### src/rtl/cct_pkg.sv
package cct_pkg;

  typedef enum logic [1:0] {
    ROLE_COMPARE,
    ROLE_CAPTURE,
    ROLE_PWM_DUTY,
    ROLE_PWM_PERIOD
  } gr_role_e;

  localparam int ADR_COUNT = 0;

  function automatic int adr_gr(input int idx);
    return 1 + idx;
  endfunction

  function automatic int adr_mode(input int n_gr);
    return n_gr + 1;
  endfunction

  function automatic int adr_stat(input int n_gr);
    return n_gr + 2;
  endfunction

  function automatic int adr_ien(input int n_gr);
    return n_gr + 3;
  endfunction

endpackage

### src/rtl/cct_counter.sv
module cct_counter #(
  parameter int CNT_W = 16
) (
  input  logic             clk,
  input  logic             rst,
  input  logic             tick,
  input  logic             load,
  input  logic [CNT_W-1:0] load_val,
  input  logic             period_hit,
  output logic [CNT_W-1:0] cnt_q,
  output logic             ovf_evt
);

  logic [CNT_W-1:0] cnt_d;

  // a rollover only counts when the step is a genuine count, not a load
  assign ovf_evt = tick && (&cnt_q) && !load;

  always_comb begin
    cnt_d = cnt_q;
    if (load) begin
      cnt_d = load_val;
    end else if (period_hit) begin
      cnt_d = '0;
    end else if (tick) begin
      cnt_d = cnt_q + CNT_W'(1);
    end
  end

  always_ff @(posedge clk) begin
    if (rst) cnt_q <= '0;
    else     cnt_q <= cnt_d;
  end

endmodule

### src/rtl/cct_gr_channel.sv
module cct_gr_channel
  import cct_pkg::*;
#(
  parameter int CNT_W = 16
) (
  input  logic             clk,
  input  logic             rst,
  input  gr_role_e         role,
  input  logic [CNT_W-1:0] cnt_q,
  input  logic             cnt_tick,
  input  logic             cap_trig,
  input  logic             cap_from_chan,
  input  logic             wr_en,
  input  logic [CNT_W-1:0] wdata,
  output logic [CNT_W-1:0] gr_q,
  output logic             flag_set
);

  logic cap_evt;
  logic match;

  assign cap_evt = (role == ROLE_CAPTURE) && cap_trig;
  assign match   = cnt_tick && (cnt_q == gr_q);

  always_comb begin
    unique case (role)
      ROLE_CAPTURE:    flag_set = cap_evt && !cap_from_chan;
      ROLE_COMPARE:    flag_set = match;
      ROLE_PWM_PERIOD: flag_set = match;
      default:         flag_set = 1'b0;
    endcase
  end

  // a capture wins over a software write in the same cycle
  always_ff @(posedge clk) begin
    if (rst)          gr_q <= '0;
    else if (cap_evt) gr_q <= cnt_q;
    else if (wr_en)   gr_q <= wdata;
  end

endmodule

### src/rtl/cct_flag_bank.sv
module cct_flag_bank #(
  parameter int NF = 5
) (
  input  logic          clk,
  input  logic          rst,
  input  logic [NF-1:0] set_evt,
  input  logic          rd_stat,
  input  logic          wr_stat,
  input  logic          wr_ien,
  input  logic [NF-1:0] wdata,
  output logic [NF-1:0] flag_q,
  output logic [NF-1:0] ien_q,
  output logic [NF-1:0] irq_q
);

  logic [NF-1:0] arm_q;
  logic [NF-1:0] flag_d;
  logic [NF-1:0] arm_d;
  logic [NF-1:0] ien_d;

  assign ien_d = wr_ien ? wdata : ien_q;

  always_comb begin
    flag_d = flag_q;
    arm_d  = arm_q;
    for (int k = 0; k < NF; k++) begin
      if (set_evt[k]) begin
        flag_d[k] = 1'b1;
        arm_d[k]  = 1'b0;
      end else if (wr_stat) begin
        if (arm_q[k] && !wdata[k]) flag_d[k] = 1'b0;
        arm_d[k] = 1'b0;
      end else if (rd_stat) begin
        arm_d[k] = flag_q[k];
      end
    end
  end

  always_ff @(posedge clk) begin
    if (rst) begin
      flag_q <= '0;
      arm_q  <= '0;
      ien_q  <= '0;
      irq_q  <= '0;
    end else begin
      flag_q <= flag_d;
      arm_q  <= arm_d;
      ien_q  <= ien_d;
      irq_q  <= flag_d & ien_d;
    end
  end

endmodule

### src/rtl/cct_timer.sv
module cct_timer
  import cct_pkg::*;
#(
  parameter int CNT_W  = 16,
  parameter int NUM_GR = 4,
  parameter int ADDR_W = 3
) (
  input  logic              clk,
  input  logic              rst,
  input  logic              cnt_tick,
  input  logic [NUM_GR-1:0] cap_trig,
  input  logic [NUM_GR-1:0] cap_from_chan,
  input  logic [ADDR_W-1:0] bus_addr,
  input  logic              bus_wr,
  input  logic              bus_rd,
  input  logic [CNT_W-1:0]  bus_wdata,
  output logic [CNT_W-1:0]  bus_rdata,
  output logic [NUM_GR:0]   irq
);

  localparam int NF       = NUM_GR + 1;
  localparam int MODE_W   = NUM_GR + 1;
  localparam int ADR_MODE = adr_mode(NUM_GR);
  localparam int ADR_STAT = adr_stat(NUM_GR);
  localparam int ADR_IEN  = adr_ien(NUM_GR);

  logic [CNT_W-1:0]              cnt_q;
  logic                          ovf_evt;
  logic                          cnt_load;
  logic                          period_hit;
  logic [NUM_GR-1:0][CNT_W-1:0]  gr_q;
  logic [NUM_GR-1:0]             gr_flag_set;
  logic [MODE_W-1:0]             mode_q;
  logic                          pwm;
  logic [NUM_GR-1:0]             cap_sel;
  logic [NF-1:0]                 flag_q;
  logic [NF-1:0]                 ien_q;
  logic                          stat_rd;
  logic                          stat_wr;
  logic                          ien_wr;
  logic [CNT_W-1:0]              rd_mux;
  logic [CNT_W-1:0]              rdata_q;

  assign pwm      = mode_q[NUM_GR];
  assign cap_sel  = mode_q[NUM_GR-1:0];
  assign cnt_load = bus_wr && (bus_addr == ADDR_W'(ADR_COUNT));
  assign stat_wr  = bus_wr && (bus_addr == ADDR_W'(ADR_STAT));
  assign stat_rd  = bus_rd && (bus_addr == ADDR_W'(ADR_STAT));
  assign ien_wr   = bus_wr && (bus_addr == ADDR_W'(ADR_IEN));

  // in PWM mode the last register is the period and is the only one flagging
  assign period_hit = pwm && gr_flag_set[NUM_GR-1];

  cct_counter #(.CNT_W(CNT_W)) u_counter (
    .clk        (clk),
    .rst        (rst),
    .tick       (cnt_tick),
    .load       (cnt_load),
    .load_val   (bus_wdata),
    .period_hit (period_hit),
    .cnt_q      (cnt_q),
    .ovf_evt    (ovf_evt)
  );

  for (genvar i = 0; i < NUM_GR; i++) begin : g_ch
    gr_role_e role;
    logic     gr_wr;

    if (i == NUM_GR - 1) begin : g_period
      assign role = pwm ? ROLE_PWM_PERIOD
                        : (cap_sel[i] ? ROLE_CAPTURE : ROLE_COMPARE);
    end else begin : g_duty
      assign role = pwm ? ROLE_PWM_DUTY
                        : (cap_sel[i] ? ROLE_CAPTURE : ROLE_COMPARE);
    end

    assign gr_wr = bus_wr && (bus_addr == ADDR_W'(adr_gr(i)));

    cct_gr_channel #(.CNT_W(CNT_W)) u_ch (
      .clk           (clk),
      .rst           (rst),
      .role          (role),
      .cnt_q         (cnt_q),
      .cnt_tick      (cnt_tick),
      .cap_trig      (cap_trig[i]),
      .cap_from_chan (cap_from_chan[i]),
      .wr_en         (gr_wr),
      .wdata         (bus_wdata),
      .gr_q          (gr_q[i]),
      .flag_set      (gr_flag_set[i])
    );
  end

  always_ff @(posedge clk) begin
    if (rst)
      mode_q <= '0;
    else if (bus_wr && (bus_addr == ADDR_W'(ADR_MODE)))
      mode_q <= bus_wdata[MODE_W-1:0];
  end

  cct_flag_bank #(.NF(NF)) u_flags (
    .clk     (clk),
    .rst     (rst),
    .set_evt ({ovf_evt, gr_flag_set}),
    .rd_stat (stat_rd),
    .wr_stat (stat_wr),
    .wr_ien  (ien_wr),
    .wdata   (bus_wdata[NF-1:0]),
    .flag_q  (flag_q),
    .ien_q   (ien_q),
    .irq_q   (irq)
  );

  always_comb begin
    rd_mux = '0;
    if (bus_addr == ADDR_W'(ADR_COUNT)) rd_mux = cnt_q;
    for (int i = 0; i < NUM_GR; i++) begin
      if (bus_addr == ADDR_W'(adr_gr(i))) rd_mux = gr_q[i];
    end
    if (bus_addr == ADDR_W'(ADR_MODE)) rd_mux = CNT_W'(mode_q);
    if (bus_addr == ADDR_W'(ADR_STAT)) rd_mux = CNT_W'(flag_q);
    if (bus_addr == ADDR_W'(ADR_IEN))  rd_mux = CNT_W'(ien_q);
  end

  always_ff @(posedge clk) begin
    if (rst)         rdata_q <= '0;
    else if (bus_rd) rdata_q <= rd_mux;
  end

  assign bus_rdata = rdata_q;

endmodule

### config.mk
export PLATFORM = sky130hd
export DESIGN_NAME = cct_timer
export DESIGN_NICKNAME = d
export VERILOG_FILES = /design/src/rtl/cct_pkg.sv /design/src/rtl/cct_counter.sv /design/src/rtl/cct_gr_channel.sv /design/src/rtl/cct_flag_bank.sv /design/src/rtl/cct_timer.sv
export SDC_FILE = /design/constraint.sdc
export NUM_CORES = 1
export LEC_CHECK = 0
export CAP_MARGIN = 20
export CORE_MARGIN = 2
export CORE_UTILIZATION = 65
export CTS_CLUSTER_DIAMETER = 50
export CTS_CLUSTER_SIZE = 14
export DETAILED_ROUTE_END_ITERATION = 12
export DONT_BUFFER_PORTS = 1
export GPL_TIMING_DRIVEN = 0
export PLACE_DENSITY_LB_ADDON = 0.2
export SETUP_SLACK_MARGIN = 0.05
export SLEW_MARGIN = 30
export SYNTH_ARGS = -nofsm -noshare
export SYNTH_HDL_FRONTEND = slang
export SYNTH_SLANG_ARGS = --single-unit
### constraint.sdc
create_clock -name clk -period 3.7 [get_ports clk]
set_clock_uncertainty 0.15 [all_clocks]
set_input_delay 0.185 -clock clk [delete_from_list [all_inputs] [get_ports clk]]
set_output_delay 0.185 -clock clk [all_outputs]
set_load 0.01 [all_outputs]
# Word-level counts from Yosys, hierarchy flattened
# Cells that the tools add are included.
[totals] elab_cells=142 ff_bits=121
[classes] n_addsub=1 n_reduce_logical=59 mux=47 eq_ne=19 n_bitwise=1
[op_table] cell="16-bit 2-to-1 mux" n=19
[op_table] cell="16-bit equality test" n=4
[op_table] cell="1-bit logical AND" n=29
[op_table] cell="1-bit 2-to-1 mux" n=19
[op_table] cell="16-bit by 1-bit adder with 16-bit output, second input constant" n=1
[op_table] cell="16-bit AND reduction" n=1
[op_table] cell="3-bit OR reduction" n=5
[op_table] cell="3-bit equality test, second input constant" n=4
[op_table] cell="1-bit logical NOT" n=10
[op_table] cell="2-bit by 1-bit equality test with 1-bit output, second input constant" n=4
[op_table] cell="2-bit equality test, second input constant" n=4
[op_table] cell="2-bit logical NOT" n=4
[op_table] cell="2-bit 2-to-1 mux" n=4
[op_table] cell="1-bit case mux with 2 select lines" n=4
[op_table] cell="2-bit nonzero test" n=4
[op_table] cell="2-bit OR reduction" n=4
[op_table] cell="3-bit by 2-bit equality test with 1-bit output, second input constant" n=2
[op_table] cell="5-bit AND" n=1
[op_table] cell="5-bit 2-to-1 mux" n=1
[op_table] cell="3-bit by 1-bit equality test with 1-bit output, second input constant" n=1
[op_table] cell="3-bit logical NOT" n=1
[op_table] cell="3-bit nonzero test" n=1

# Depth between registers and ports, before layout
[depth] depth_word=9 depth_mapped=8 depth_no_buf=7

# Hierarchy
# A second synthesis with hierarchy kept.
[hier_totals] cells_unflattened=771 area_unflattened_um2=7031.7
[modules_own_cells] module="cct_gr_channel" area_per_inst_um2=939.7 seq_area_each_um2=320.3 cells_per_inst=101 instances=4
[modules_own_cells] module="cct_timer" area_per_inst_um2=1646.6 seq_area_each_um2=420.4 cells_per_inst=189 instances=1
[modules_own_cells] module="cct_counter" area_per_inst_um2=927.1 seq_area_each_um2=320.3 cells_per_inst=114 instances=1
[modules_own_cells] module="cct_flag_bank" area_per_inst_um2=699.4 seq_area_each_um2=400.4 cells_per_inst=64 instances=1

# Worst setup path before layout
# OpenSTA, ideal clock, no wires.
[synth_path] path_type="register -> register" startpoint="register u_counter.cnt_q[0]" endpoint="register u_counter.cnt_q[14]" setup_time_ps=133 t_required_ps=3417 path_slack_ps=1848 path_stages_with_launch=9 t_arrival_ps=1569 n_path_buf=1 synth_period_minus_slack_ps=1852 path_cell_list="dfxtp_1 ha_1 and3_1 and2_1 buf_4 nand4_1 mux2_1 nand3_1 a211oi_2"
[synth_via] elab_chain_cells=6
[synth_rtl] element="start, declared" line_no="cct_counter.sv:10" text="output logic [CNT_W-1:0] cnt_q,"
[synth_rtl] element="start signal, assigned" line_no="cct_counter.sv:32" text="else cnt_q <= cnt_d;"
[synth_rtl] element="branches (longest 6 deep; another with 16-bit by 1-bit adder with 16-bit output)"
# Several ways; the timed one is not identified. The select of a mux whose other input is x is not followed.
# A chain may end at the register's enable or synchronous reset.

# Worst setup path in the final report
[layout_path] startpoint="register u_counter.cnt_q[7]" endpoint="register u_counter.cnt_q[6]"
[layout_via] elab_chain_cells=6
[layout_rtl] element="16-bit equality test *" line_no="cct_gr_channel.sv:23" text="assign match = cnt_tick && (cnt_q == gr_q);"
[layout_rtl] element="1-bit logical AND *" line_no="cct_gr_channel.sv:23"
[layout_rtl] element="1-bit case mux with 2 select lines *" line_no="cct_gr_channel.sv:26" text="unique case (role)"
[layout_rtl] element="1-bit logical AND *" line_no="cct_timer.sv:52" text="assign period_hit = pwm && gr_flag_set[NUM_GR-1];"
[layout_rtl] element="16-bit 2-to-1 mux" line_no="cct_counter.sv:23" text="end else if (period_hit) begin"
[layout_rtl] element="16-bit 2-to-1 mux" line_no="cct_counter.sv:21" text="if (load) begin"
# Mark *: on every way between the ends. The rest lies on a longest branch, timed or not.

==> flow_metrics.py <==
metrics = {
    "outcome": {
        "run_status": "completed",
    },
    "die": {
        "die_w_um": 106,
        "initial_utilization_pct": 66.6,
        "placement_rows": 37,
        "fp.coreArea_sq_um": 10200,
        "dieHeight_um": 106,
        "die_area_sq_um": 11300,
        "i_o_pin_cnt": 53,
    },
    "setup_path": {
        "critical_path_arrival_ns": 3.58,
        "r2r-start": "u_counter.cnt_q[7]$_SDFFE_PP0P_",
        "worstPathRequired_ns": 3.97,
        "reg2reg_setup_slack_ns": 0.38,
        "reg2reg_depth": 9,
        "rr_endpoint": "u_counter.cnt_q[6]$_SDFFE_PP0P_",
        "worst_setup_end_kind": "register",
        "worstSetupStartpointType": "register",
        "crit_fanout": 10,
        "critical_path_class": "register to register",
    },
    "timing": {
        "rsz0062_at_grt": "no",
        "timing.final.crit_period_ns": 3.32,
        "timing_hold_violations_final": 0,
        "final_number_of_max_transition_violations": 0,
        "timing.final.setup_violations": 0,
        "timing_worst_slew_pin_value_ns": 0.764,
        "max_slew_margin_pct": 48.6,
        "max_freq_mhz": 301,
        "timing.final.crit_share_pct": 89.7,
        "finalSetupTns_ns": 0,
    },
    "synth": {
        "yosysTopAreaCellShare_pct": 35.5,
        "synth.lib_cells_used.distinct": 51,
        "synthArstFlopShare_pct": 0,
        "synth_area_sq_um": 6810,
        "synth_seq_area_share_pct": 35.5,
        "number_of_synthesized_flops_with_an_enable_pin": 0,
        "post_synth_top_area_cell": "dfxtp_1",
        "synth.net_count": 799,
        "synth.top_cells.by_area": "dfxtp_1 (36%), mux2i_1 (13%), a211oi_1 (7.8%)",
        "synth_ff_type": "dfxtp_1",
        "synth_area_per_cell_sq_um": 8.90,
        "post_synthesis_cells": 766,
        "synthesis.yosys.warnings": 0,
        "synth_seq_cells": 121,
    },
    "clocking": {
        "clk_pin_slew_worst_paths_ns": 0.06,
        "cts.sink_count": 121,
        "post-cts-setup-buffer-count": 0,
        "cts_inserted_buffers": 17,
        "tritoncts": "done",
        "root_buffer": "clkbuf_8",
        "clk_latency_ns": 0.53,
        "cts_max_level": 4,
        "cts_buffer_depth": 2,
    },
    "cells_and_area": {
        "final.fill_count": 743,
        "final_cell_mix": "dfxtp_1 (121), nor2_1 (102), mux2i_1 (89), a211oi_1 (71), nand2_1 (48)",
        "final_common_cell": "dfxtp_1",
        "drive_gt1_share_pct": 11.9,
        "area_delta_synth_final_pct": 14.9,
        "layout.nets": 847,
        "num_antenna_cells": 0,
    },
    "placed_design": {
        "gp_congestion": 0.965,
        "placement.io_buffers": 0,
        "dpl.hpwl_um": 16300,
    },
    "min_path": {
        "hold_depth": 4,
        "min_from": "cap_trig[0]",
        "worstHoldPathType": "input pin to register",
        "holdPathEnd": "g_ch[0].u_ch.gr_q[0]$_SDFFE_PP0P_",
    },
    "global_route": {
        "antenna_found_initial": 0,
        "overflow": 0,
        "gr-usage-all-layers_pct": 40.7,
        "grt_pass1_wl_um": 34600,
        "grt_pass1_vias": 6295,
        "grt_start_max_net_pins": 17,
    },
    "detailed_routing": {
        "remaining_drc_errors": 0,
        "top_layer_used": "met4",
        "dr.first_iter.drc_count": 760,
        "via_count": 6392,
        "wirelength_um": 22400,
        "drt-pass1-iter-count": 5,
        "post_drt_via_cell_ratio": 6.64,
        "detail_route.wirelength.met1_um": 8910,
        "met2RoutedLength_um": 9740,
        "wl_met3_um": 2920,
        "avgRoutedWirePerCell_um": 23.2,
        "antenna_left": 0,
    },
    "run": {
        "drv.max_cap_violation_count": 0,
    },
    "power": {
        "total_power_consumption_of_the_routed_design_uw": 3420,
        "powerDensity_nw_per_um2": 437,
        "power_leakage_uw": 0.00351,
        "irDropWorstVdd_v": 0.000330,
    },
}
-- cell type report --
| type | instances | area [sq um] | area share, % |
|---|---|---|---|
| sequential | 121 | 2420 | 30.9 |
| clock buffer | 22 | 453 | 5.79 |
| inverter | 3 | 11.3 | 0.144 |
| tap | 136 | 170 | 2.17 |
| timing repair buffer | 29 | 290 | 3.71 |
| buffer | 75 | 374 | 4.78 |
| multi-input combinational | 567 | 4010 | 51.2 |
| clock inverter | 10 | 100 | 1.28 |
-- state kept, by name, indices dropped and copies added (netlist names) --
signal,cells
u_flags.ien_q,5
bus_rdata,16
u_flags.irq_q,5
u_flags.arm_q,5
g_ch.u_ch.gr_q,64
u_flags.flag_q,5
u_counter.cnt_q,16
mode_q,5
-- cell families after synthesis --
logic type               after synthesis  synth area share [%]
buffers and inverters                 78                  5.66
AO/OA/AOI/OAI                        157                  16.2
XOR/XNOR                              66                  8.48
adder cells (fa/ha/maj)                1                 0.184
multiplexers                         105                  17.5
AND/OR/NAND/NOR                      238                  16.4
flip-flops                           121                  35.5
-- critical path: stages (launching register included) --
cell           delay [ns]
dfxtp_1              0.30
buf_2                0.20
xnor2_1              0.17
nand4_1              0.12
nor4_1               0.57
nand3_1              0.51
nand2_1              0.24
buf_2                0.24
o21ai_0              0.12
dlygate4sd3_1        0.58
-- routing by layer --
layer	global-route usage (%)	up-vias
met3	14.2	78
li1	-	2864
met1	53.1	2984
met4	15.3	0
met2	62.0	466
met5	0	-
-- stage by stage --
stage / hold WS (ns) / setup WS [ns] / utilization (%) / std cells / cell area [sq um]
CTS: 0.0144 / 0.489 / 76.5 / 963 / 7830
floorplan: 0.143 / 1.85 / - / 766 / 6810
global placement: 0.147 / 1.13 / 68.3 / 902 / 6980
detailed placement: 0.152 / 1.05 / 68.3 / 902 / 6980
global route: 0.0555 / 0.295 / 76.5 / 963 / 7830
finish: 0.0391 / 0.382 / 76.5 / 963 / 7830
-- Yosys cell counts, types with 3 or more instances --
library cell and number:
mux2_2 4, mux2i_1 89, nor4_1 11, nand2b_1 3, buf_4 11, xnor2_1 24
nand2_1 48, o22ai_1 4, a22o_1 4, o221a_2 4, nand3_1 13, nand4_1 11
buf_2 29, xor2_1 42, nand3b_1 10, dfxtp_1 121, clkbuf_1 31, and3_1 8
a22oi_1 14, o21ai_0 25, mux4_2 11, a21oi_1 21, nor3_1 21, a211oi_1 71
nor2_1 102, inv_1 3
-- power breakdown --
| part | leakage [uW] | total (uW) | switching [uW] | internal [uW] |
|---|---|---|---|---|
| combinational | 0.00225 | 453 | 275 | 178 |
| clock | 0.000282 | 1560 | 574 | 983 |
| sequential | 0.000983 | 1410 | 58.4 | 1360 |
| total | 0.00351 | 3420 | 907 | 2520 |
-- how the worst max path moves through the flow --
stage | cells past startpoint | from | to
4_1_cts | 9 | u_counter.cnt_q[7]$_SDFFE_PP0P_ | u_counter.cnt_q[6]$_SDFFE_PP0P_
3_3_place_gp | 8 | u_counter.cnt_q[7]$_SDFFE_PP0P_ | u_counter.cnt_q[0]$_SDFFE_PP0P_
5_1_grt | 9 | u_counter.cnt_q[7]$_SDFFE_PP0P_ | u_counter.cnt_q[6]$_SDFFE_PP0P_
3_5_place_dp | 8 | u_counter.cnt_q[7]$_SDFFE_PP0P_ | u_counter.cnt_q[9]$_SDFFE_PP0P_
2_1_floorplan | 8 | u_counter.cnt_q[0]$_SDFFE_PP0P_ | u_counter.cnt_q[14]$_SDFFE_PP0P_
6_report | 9 | u_counter.cnt_q[7]$_SDFFE_PP0P_ | u_counter.cnt_q[6]$_SDFFE_PP0P_
-- timing repair --
item | in CTS | in global routing
resized for setup | 0 | 0
hold buffers | 29 | 0
hold endpoints to repair | 98 | 0
Note: power is estimated with default switching activity, not from simulation.
